<file path="src/rtl/hzd_pkg.sv">
package hzd_pkg;
  typedef enum logic [1:0] {
    SEL_RF  = 2'b00,
    SEL_WB  = 2'b01,
    SEL_MEM = 2'b10
  } fwdSel_e;

  typedef struct packed {
    logic holdFront;
    logic injectBubble;
  } hzdStrobe_t;
endpackage

</file>
<file path="src/rtl/fwdPick.sv">
module fwdPick
  import hzd_pkg::*;
#(
  parameter int AW = 5
) (
  input  logic          clk,
  input  logic          rstN,
  input  logic [AW-1:0] src,
  input  logic [AW-1:0] memRd,
  input  logic          memWe,
  input  logic [AW-1:0] wbRd,
  input  logic          wbWe,
  output fwdSel_e       sel
);
  logic memHit;
  logic wbHit;

  always_comb begin
    memHit = memWe && (memRd != '0) && (memRd == src);
    wbHit  = wbWe && (wbRd != '0) && (wbRd == src);
    if (memHit)     sel = SEL_MEM;
    else if (wbHit) sel = SEL_WB;
    else            sel = SEL_RF;
  end

  AST_SEL_LEGAL: assert property (@(posedge clk) disable iff (!rstN)
    $onehot0(sel));
  AST_ZERO_SRC_LOCAL: assert property (@(posedge clk) disable iff (!rstN)
    (src == '0) |-> (sel == SEL_RF));
endmodule

</file>
<file path="src/rtl/rfBypass.sv">
module rfBypass #(
  parameter int AW = 5,
  parameter int DW = 32
) (
  input  logic          clk,
  input  logic          rstN,
  input  logic [AW-1:0] src,
  input  logic [DW-1:0] rfData,
  input  logic [AW-1:0] wbRd,
  input  logic          wbWe,
  input  logic [DW-1:0] wbData,
  output logic [DW-1:0] data
);
  logic hit;

  always_comb begin
    hit  = wbWe && (wbRd != '0) && (wbRd == src);
    data = hit ? wbData : rfData;
  end

  AST_BYPASS_OFF: assert property (@(posedge clk) disable iff (!rstN)
    (!wbWe || (wbRd == '0)) |-> (data == rfData));
  AST_BYPASS_ON: assert property (@(posedge clk) disable iff (!rstN)
    (wbWe && (wbRd != '0) && (wbRd == src)) |-> (data == wbData));
endmodule

</file>
<file path="src/rtl/hzdPath.sv">
module hzdPath
  import hzd_pkg::*;
#(
  parameter int AW = 5,
  parameter int DW = 32,
  parameter int NOPS = 2
) (
  input  logic                     clk,
  input  logic                     rstN,
  input  logic [NOPS-1:0][AW-1:0]  exSrc,
  input  logic [NOPS-1:0][AW-1:0]  idSrc,
  input  logic [NOPS-1:0][DW-1:0]  rfData,
  input  logic [AW-1:0]            memRd,
  input  logic                     memRegWrite,
  input  logic [AW-1:0]            wbRd,
  input  logic                     wbRegWrite,
  input  logic [DW-1:0]            wbData,
  output logic [NOPS-1:0][1:0]     sel,
  output logic [NOPS-1:0][DW-1:0]  idData
);
  for (genvar g = 0; g < NOPS; g++) begin : gOperand
    fwdSel_e pick;

    fwdPick #(.AW(AW)) uPick (
      .clk   (clk),
      .rstN  (rstN),
      .src   (exSrc[g]),
      .memRd (memRd),
      .memWe (memRegWrite),
      .wbRd  (wbRd),
      .wbWe  (wbRegWrite),
      .sel   (pick)
    );

    assign sel[g] = pick;

    rfBypass #(.AW(AW), .DW(DW)) uByp (
      .clk    (clk),
      .rstN   (rstN),
      .src    (idSrc[g]),
      .rfData (rfData[g]),
      .wbRd   (wbRd),
      .wbWe   (wbRegWrite),
      .wbData (wbData),
      .data   (idData[g])
    );
  end
endmodule

</file>
<file path="src/rtl/hzdCtrl.sv">
module hzdCtrl
  import hzd_pkg::*;
#(
  parameter int AW = 5
) (
  input  logic          clk,
  input  logic          rstN,
  input  logic [AW-1:0] idRs,
  input  logic [AW-1:0] idRt,
  input  logic          idUsesRt,
  input  logic [AW-1:0] exRd,
  input  logic          exRegWrite,
  input  logic          exMemRead,
  output hzdStrobe_t    strobe
);
  logic loadLive;
  logic rsHit;
  logic rtHit;
  logic stall;

  always_comb begin
    loadLive = exMemRead && exRegWrite && (exRd != '0);
    rsHit    = (exRd == idRs);
    rtHit    = idUsesRt && (exRd == idRt);
    stall    = loadLive && (rsHit || rtHit);
    strobe.holdFront    = stall;
    strobe.injectBubble = stall;
  end

  AST_STALL_ONE_CYCLE: assert property (@(posedge clk) disable iff (!rstN)
    stall |=> !stall);
  AST_NO_LOAD_NO_STALL: assert property (@(posedge clk) disable iff (!rstN)
    !exMemRead |-> !stall);
  AST_DEST0_NO_STALL: assert property (@(posedge clk) disable iff (!rstN)
    (exRd == '0) |-> !stall);
endmodule

</file>
<file path="src/rtl/hazardUnit.sv">
module hazardUnit
  import hzd_pkg::*;
#(
  parameter int AW = 5,
  parameter int DW = 32
) (
  input  logic          clk,
  input  logic          rstN,
  input  logic [AW-1:0] idRs,
  input  logic [AW-1:0] idRt,
  input  logic          idUsesRt,
  input  logic [AW-1:0] exRs,
  input  logic [AW-1:0] exRt,
  input  logic [AW-1:0] exRd,
  input  logic          exRegWrite,
  input  logic          exMemRead,
  input  logic [AW-1:0] memRd,
  input  logic          memRegWrite,
  input  logic [AW-1:0] wbRd,
  input  logic          wbRegWrite,
  input  logic [DW-1:0] wbData,
  input  logic [DW-1:0] rfRsData,
  input  logic [DW-1:0] rfRtData,
  output logic [1:0]    fwdA,
  output logic [1:0]    fwdB,
  output logic          pcWrite,
  output logic          ifIdWrite,
  output logic          exBubble,
  output logic [DW-1:0] idRsData,
  output logic [DW-1:0] idRtData
);
  localparam int NOPS = 2;

  hzdStrobe_t strobe;
  logic [NOPS-1:0][1:0]    sel;
  logic [NOPS-1:0][DW-1:0] idData;

  hzdCtrl #(.AW(AW)) uCtrl (
    .clk        (clk),
    .rstN       (rstN),
    .idRs       (idRs),
    .idRt       (idRt),
    .idUsesRt   (idUsesRt),
    .exRd       (exRd),
    .exRegWrite (exRegWrite),
    .exMemRead  (exMemRead),
    .strobe     (strobe)
  );

  hzdPath #(.AW(AW), .DW(DW), .NOPS(NOPS)) uPath (
    .clk         (clk),
    .rstN        (rstN),
    .exSrc       ({exRt, exRs}),
    .idSrc       ({idRt, idRs}),
    .rfData      ({rfRtData, rfRsData}),
    .memRd       (memRd),
    .memRegWrite (memRegWrite),
    .wbRd        (wbRd),
    .wbRegWrite  (wbRegWrite),
    .wbData      (wbData),
    .sel         (sel),
    .idData      (idData)
  );

  assign fwdA      = sel[0];
  assign fwdB      = sel[1];
  assign idRsData  = idData[0];
  assign idRtData  = idData[1];
  assign pcWrite   = !strobe.holdFront;
  assign ifIdWrite = !strobe.holdFront;
  assign exBubble  = strobe.injectBubble;

  AST_NONLOAD_NO_FREEZE: assert property (@(posedge clk) disable iff (!rstN)
    (!exRegWrite) |-> (pcWrite && ifIdWrite && !exBubble));
endmodule

</file>
<file path="config.mk">
export PLATFORM = sky130hd
export DESIGN_NAME = hazardUnit
export DESIGN_NICKNAME = d
export VERILOG_FILES = /design/src/rtl/hzd_pkg.sv /design/src/rtl/fwdPick.sv /design/src/rtl/rfBypass.sv /design/src/rtl/hzdPath.sv /design/src/rtl/hzdCtrl.sv /design/src/rtl/hazardUnit.sv
export SDC_FILE = /design/constraint.sdc
export NUM_CORES = 1
export LEC_CHECK = 0
export BUFFER_PORTS_ARGS = -buffer_cell sky130_fd_sc_hd__buf_4
export CORE_AREA = 2 2 80 82
export DETAILED_ROUTE_END_ITERATION = 8
export DIE_AREA = 0 0 82 84
export MAX_ROUTING_LAYER = met4
export PLACE_DENSITY = 0.71
export SYNTH_ARGS = -nofsm -noshare
export SYNTH_HDL_FRONTEND = slang
export SYNTH_HIERARCHICAL = 1
export SYNTH_SLANG_ARGS = --single-unit
</file>
<file path="constraint.sdc">
create_clock -name vclk -period 2.5
set_input_delay 0.5 -clock vclk [all_inputs]
set_output_delay 0.5 -clock vclk [all_outputs]
set_load 0.05 [all_outputs]
</file>
Word-level counts from Yosys, hierarchy flattened
Index checks and enable logic that the tools add are counted.
Widths: inputs -> output; s select.
- output and inout port bits: 71
- register bits after elaboration: 0
- logic and storage cells: 31
- bits of input ports: 138
- equal/unequal tests: 8
- reduce and logical (&&, ||, !) cells: 17
- mux-type cells: 6
- operator list (cell ; number):
    $mux 32 ; 2
    $eq 5x5->1 ; 8
    $reduce_bool 5->1 ; 3
    $logic_and 1x1->1 ; 12
    $mux 2 ; 2
    $mux 1 ; 2
    $logic_not 1->1 ; 1
    $logic_or 1x1->1 ; 1

Logic depth before layout (Yosys ltp)
Gate-level depths: netlist of run 1.
- depth after elaboration: 5
- depth in mapped cells: 7
- depth with buffers taken out: 5

Modules after synthesis
The synthesis of run 1 kept the hierarchy.
- by module, submodules not included (module ; sequential area each (um^2) ; instances ; area an instance (um^2) ; cells each):
    rfBypass ; 0.0 ; 2 ; 594.3 ; 45
    fwdPick ; 0.0 ; 2 ; 158.9 ; 21
    hzdCtrl ; 0.0 ; 1 ; 148.9 ; 19
    hazardUnit ; 0.0 ; 1 ; 11.3 ; 2

Worst setup path before layout of run 1
No wires, ideal clock.
- path kind: input-to-output
- start: in exRd[3]
- end: out pcWrite
- arrival time: 1.950 ns
- required time: 2.000 ns
- path buffers: 2
- setup slack: 0.050 ns
- stages: 6
- path through: or4_1 -> o211ai_2 -> a21oi_1 -> buf_4 -> inv_1 -> buf_4
- cells in the longest elaborated chain, start to end: 5
- elaborated cells between the ends (all ways): 8
- those cells by class: eq/ne (2); reduce/logical (6)
- RTL lines (what ; line ; RTL):
    from (decl) ; hazardUnit.sv:14 ; input logic [AW-1:0] exRd,
    $eq 5x5->1 ; hzdCtrl.sv:24 ; rtHit = idUsesRt && (exRd == idRt);
    $logic_and 1x1->1 ; hzdCtrl.sv:24 ;
    $logic_or 1x1->1 ; hzdCtrl.sv:25 ; stall = loadLive && (rsHit || rtHit);
    $logic_and 1x1->1 * ; hzdCtrl.sv:25 ;
    via uCtrl.stall ; hzdCtrl.sv:19 ; logic stall;
    $logic_not 1->1 * ; - ;
    to (decl) ; hazardUnit.sv:26 ; output logic pcWrite,
The timed path passes the listed nets; every way through them passes the cells marked *.

Worst setup path in the final report of run 1
- start: in wbRd[3]
- end: out idRtData[13]
- cells in the longest elaborated chain, start to end: 4
- elaborated cells between the ends (all ways): 5
- those cells by class: eq/ne (1); mux (1); reduce/logical (3)
- RTL lines (what ; line ; RTL):
    from (decl) ; hazardUnit.sv:19 ; input logic [AW-1:0] wbRd,
    $reduce_bool 5->1 ; rfBypass.sv:17 ; hit = wbWe && (wbRd != '0) && (wbRd == src);
    $logic_and 1x1->1 ; rfBypass.sv:17 ;
    $logic_and 1x1->1 * ; rfBypass.sv:17 ;
    $mux 32 * ; rfBypass.sv:18 ; data = hit ? wbData : rfData;
    to (decl) ; hazardUnit.sv:30 ; output logic [DW-1:0] idRtData
Mark *: on every way between the ends. The rest lies on a longest branch, timed or not.

==> results of run 1 <==
layer usage:
| metal | track usage (%) | up-vias |
|---|---|---|
| met5 | - | - |
| met4 | 0.152 | 0 |
| met3 | 2.06 | 2 |
| met2 | 35.6 | 100 |
| met1 | 21.0 | 999 |
| li1 | - | 1001 |
per-stage QoR:
step                area [um^2]  std cells
finish                     3910        450
CTS                        3580        444
detailed placement         3340        440
global route               3910        450
floorplan                  1670        153
global placement           3340        440
where the power goes:
| part | leakage (nW) | total, mW | internal, mW | switching (mW) |
|---|---|---|---|---|
| Sequential | 0 | 0 | 0 | 0 |
| Clock | 0 | 0 | 0 | 0 |
| Combinational | 1.89 | 0.832 | 0.416 | 0.415 |
| Total | 1.89 | 0.832 | 0.416 | 0.415 |
layout by cell type, fill, tap and decap left out, drive strengths merged:
master	instances
buf	228
o41ai	4
inv	1
a211oi	4
or4	1
xor2	13
nand3	8
clkbuf	3
xnor2	21
a21oi	3
nand2	8
o211ai	1
nor3	7
mux2	64
nor2	4
nor4	3
cell usage after synthesis (all sizes together):
cell     n  share of area [%]
mux2    64                 57
xnor2   21                 11
xor2    13                6.8
buf     11                6.3
nand2    8                1.8
nand3    8                2.4
nor3     7                2.7
a211oi   4                3.9
nor2     4               0.90
o41ai    4                3.9
a21oi    3               0.90
nor4     3                1.1
inv      1               0.23
o211ai   1               0.75
or4      1               0.45
kinds of logic after synthesis:
kind of cell / synth area share (%)
multiplexers: 56.8
AND/OR/NAND/NOR: 9.38
buffers and inverters: 6.53
AO/OA/AOI/OAI: 9.46
XOR/XNOR: 17.9
repair_timing:
action,in CTS,in global routing
gates resized for setup,41,58
buffers inserted,2,2
pin swaps,2,7
endpoints found under the setup margin,61,64
hold endpoints to repair,0,0
gates cloned,2,4
hold buffers,0,0
area by class of cell:
type | instances | share of cell area, %
repair buffers | 231 | 55.3
well taps | 77 | 2.46
inverters | 1 | 0.0960
multi-input cells | 141 | 42.1
worst min-delay path by stage:
| stage | start | endpoint |
|---|---|---|
| 6_report | rfRtData[18] | idRtData[18] |
| 4_1_cts | rfRtData[31] | idRtData[31] |
| 3_5_place_dp | rfRtData[20] | idRtData[20] |
| 3_3_place_gp | rfRsData[18] | idRsData[18] |
| 5_1_grt | rfRtData[18] | idRtData[18] |
| 2_1_floorplan | wbRegWrite | fwdA[0] |
==> summary.txt, run 1 <==
Outcome
  – Outcome: finished, violations left
  – Failing checks: setup timing

Pwr
  – Peak VDD IR: 0.163 mV
  – Leakage power total: 1.89 nW
  – Pwr/cell area: 213 mW/mm^2
  – Post-route total power: 0.832 mW

Global routing
  – Initial antenna violation count: 0
  – Wire length of the first global-routing pass: 9.92 mm
  – Overflow after GRT: 0
  – Largest net degree at the start of global routing: 30
  – GRT Overall Usage: 18.4%
  – Vias in the first global route: 1980

Placed design
  – GP Congestion: 0.821
  – PortBufs: 207
  – Dpl ws: -101 ps
  – Hpwl dp: 5.97 mm

Synth
  – Post-synthesis cell area: 0.00167 mm^2
  – Unique masters post-synth: 19
  – Gate Count Post-Synth: 153
  – Mapped Nets: 291
  – Post-synthesis sequential area ratio: 0%
  – Synth Area per Inst: 10.9 um^2
  – Yosys warns: 6

Route
  – Post-DRT Antenna Nets: 0
  – Wl on met1: 2.92 mm
  – Total wire length: 7.82 mm
  – Avg WL per Cell: 17.4 um
  – Routed wl met2: 4.28 mm
  – DR iter-0 viols: 19
  – Top layer in use: met4
  – Drt drc: 0
  – Vias per cell: 4.67
  – Initial DRT Pass Iterations: 4
  – Routed vias: 2102
  – Routed length on met3: 583 um

Critical path
  – CP max stage cell: mux2_4
  – Crit path from: wbRd[3]
  – Cell family with most CP delay: buffers and inverters
  – Worst Setup Path Type: primary input to output port
  – Critical-path cell list: buf_4 -> xnor2_1 -> nand3_2 -> a211oi_4 -> buf_6 -> buf_12 -> mux2_4 -> buf_6
  – CP max FO: 7
  – Crit. End Element: output port
  – Crit path buffers/inverters: 4
  – WP data required: 2000 ps
  – CP Depth: 8
  – Crit path largest cell delay: 310 ps
  – Cell mode on critical path: buf_6
  – Worst path arrival time: 2010 ps
  – Crit path launch type: primary input
  – Setup crit end: idRtData[13]

Layout
  – Number of sequential cells: 0
  – Area of the multi-input gates: 0.00165 mm^2
  – Layout cells sized above 1: 84.7%
  – Area grow syn2layout: 135%
  – Register area: 0 um^2
  – Final core utilization: 64.2%
  – Diodes inserted: 0
  – Fillers: 472
  – Clk_buf instances: 0
  – Fin nets: 513

STA
  – Final period util: 100%
  – Slew Limit Fails: 0
  – RSZ-0062 raised after global routing: yes
  – Max_slew headroom: 79.5%
  – Fmax: 399 MHz
  – Final setup viols: 5
  – Minimum clock period: 2510 ps
  – PnR worst setup slack: -7.64 ps
  – Final hold violation count: 0
  – Setup TNS: -12.2 ps
  – Least-Margin Pin Slew: 307 ps
  – WHS: 1350 ps

Die
  – Overall die area: 0.00689 mm^2
  – Die Y: 84 um
  – IO Count: 209
  – Chip Width: 82 um
  – Num rows: 29
  – Core area: 0.00610 mm^2
  – Initial Util: 27.3%

Worst hold path
  – WHS Path Cells: 3
  – Worst hold path class: primary input to output port

Run
  – Max-cap violations: 0
No activity file was read; power rests on OpenSTA's default activity.
==> run 2, diff against run 1 <==
--- a/config.mk
+++ b/config.mk
@@ -15,3 +15,4 @@
 export SYNTH_HDL_FRONTEND = slang
 export SYNTH_HIERARCHICAL = 1
 export SYNTH_SLANG_ARGS = --single-unit
+export TNS_END_PERCENT = 100
==> constraint.sdc (replaced) <==
create_clock -name vclk -period 2.5
set_input_delay 0.5 -clock vclk [all_inputs]
set_output_delay 0.5 -clock vclk [all_outputs]
set_load 0.02 [all_outputs]
==> summary.txt, run 2 (synthesis gave the netlist of run 1 again) <==
Route
  – Drt drc: 0
  – DR iter-0 viols: 38
  – Routed vias: 2036
  – Vias per cell: 4.61
  – Post-DRT Antenna Nets: 0
  – Avg WL per Cell: 15.7 um
  – Total wire length: 6.94 mm
  – Initial DRT Pass Iterations: 4

STA
  – Max_slew headroom: 75.7%
  – Final hold violation count: 0
  – Slew Limit Fails: 0
  – Final setup viols: 0
  – Fmax: 405 MHz
  – Final period util: 98.7%
  – RSZ-0062 raised after global routing: yes
  – Minimum clock period: 2470 ps
  – Least-Margin Pin Slew: 361 ps
  – Setup TNS: 0 ps

Pwr
  – Pwr/cell area: 173 mW/mm^2
  – Leakage power total: 1.71 nW
  – Peak VDD IR: 0.0934 mV

Global routing
  – Wire length of the first global-routing pass: 9.60 mm
  – Initial antenna violation count: 0
  – Overflow after GRT: 0
  – Largest net degree at the start of global routing: 22
  – Vias in the first global route: 2001
  – GRT Overall Usage: 17.8%

Layout
  – Most frequent cells in the layout: buf_4 (213), mux2_4 (61), xnor2_1 (19)
  – Cell area after layout: 0.00347 mm^2
  – Area grow syn2layout: 108%
  – Layout cells sized above 1: 82.7%
  – Fin nets: 505
  – Register area: 0 um^2
  – Clk_buf instances: 0
  – Most common cell after layout, fill and taps aside: buf_4
  – Number of sequential cells: 0
  – Diodes inserted: 0

Placed design
  – DP Area: 0.00332 mm^2
  – PortBufs: 207
  – Hpwl dp: 5.93 mm
  – GP Congestion: 0.830

Critical path
  – Cell mode on critical path: buf_4
  – Crit path launch type: primary input
  – WP data required: 2000 ps
  – Worst Setup Path Type: primary input to output port
  – Crit. End Element: output port
  – CP max stage cell: o41ai_4
  – Crit path largest cell delay: 320 ps
  – Worst path arrival time: 1970 ps
  – Cell family with most CP delay: buffers and inverters
  – CP max FO: 7
  – Critical-path cell list: buf_4 -> buf_4 -> o41ai_4 -> a211oi_4 -> buf_6 -> clkbuf_16 -> mux2_4 -> buf_4
  – Crit path buffers/inverters: 5

Die
  – Die Y: 84 um
  – Num rows: 29
  – Core area: 0.00610 mm^2
  – IO Count: 209
  – Overall die area: 0.00689 mm^2
  – Chip Width: 82 um
  – Initial Util: 27.3%

Run
  – Max-cap violations: 0

Outcome
  – Outcome: finished clean

Worst hold path
  – Worst hold path class: primary input to output port

Clock tree
  – Hold_buf cts: 0
-- run 2: changes by cell type in the layout (fill, tap and decap cells not counted), moves of 2 or more --
cell,previous run,this run
buf_4,149,213
buf_6,67,4
buf_8,8,1
mux2_2,1,3
mux2_4,63,61
xnor2_1,16,19
xnor2_2,5,2
-- run 2: timing repair --
| item | 4_1_cts | 5_1_grt |
|---|---|---|
| setup buffers | 2 | 0 |
| gates resized for setup | 3 | 10 |
| endpoints found under the hold margin | 0 | 0 |
| endpoints found under the setup margin | 38 | 34 |
| pin swaps | 1 | 3 |
| gates cloned | 1 | 2 |
-- run 2: layout make-up --
| type | instances | area [um^2] |
|---|---|---|
| fillers | 523 | 2620 |
| inverters | 1 | 3.75 |
| well taps | 77 | 96.3 |
| repair buffers | 223 | 1780 |
| multi-input cells | 141 | 1600 |
-- run 2: where the power goes --
part,leakage [nW],switching [mW],internal (mW)
registers,0,0,0
logic,1.71,0.245,0.354
clock network,0,0,0
-- run 2: path summary, 6_finish.rpt --
kind,slack (ps),cells after the start,startpoint,to
max,30,8,idRt[3],idRtData[5]
min,1310,3,rfRtData[27],idRtData[27]
-- run 2: metal layers --
layer / GRT usage, % / share of wire [%] / vias up
met5: - / 0 / -
met2: 32.7 / 52 / 117
met4: 2.27 / 1.2 / 0
met3: 2.38 / 9.0 / 10
li1: - / - / 983
met1: 20.7 / 38 / 926
-- run 2: through the flow --
step	cells	util, %	hold WS, ps	setup WS (ps)	power [mW]
2_1_floorplan	153	-	1130	326	0.266
3_5_place_dp	437	54.5	1330	-49.5	0.587
6_report	442	57.0	1310	31.9	0.599
3_3_place_gp	437	54.5	1320	-50.7	0.578
5_1_grt	442	57.0	1320	-6.86	0.637
4_1_cts	440	55.4	1330	-2.08	0.593
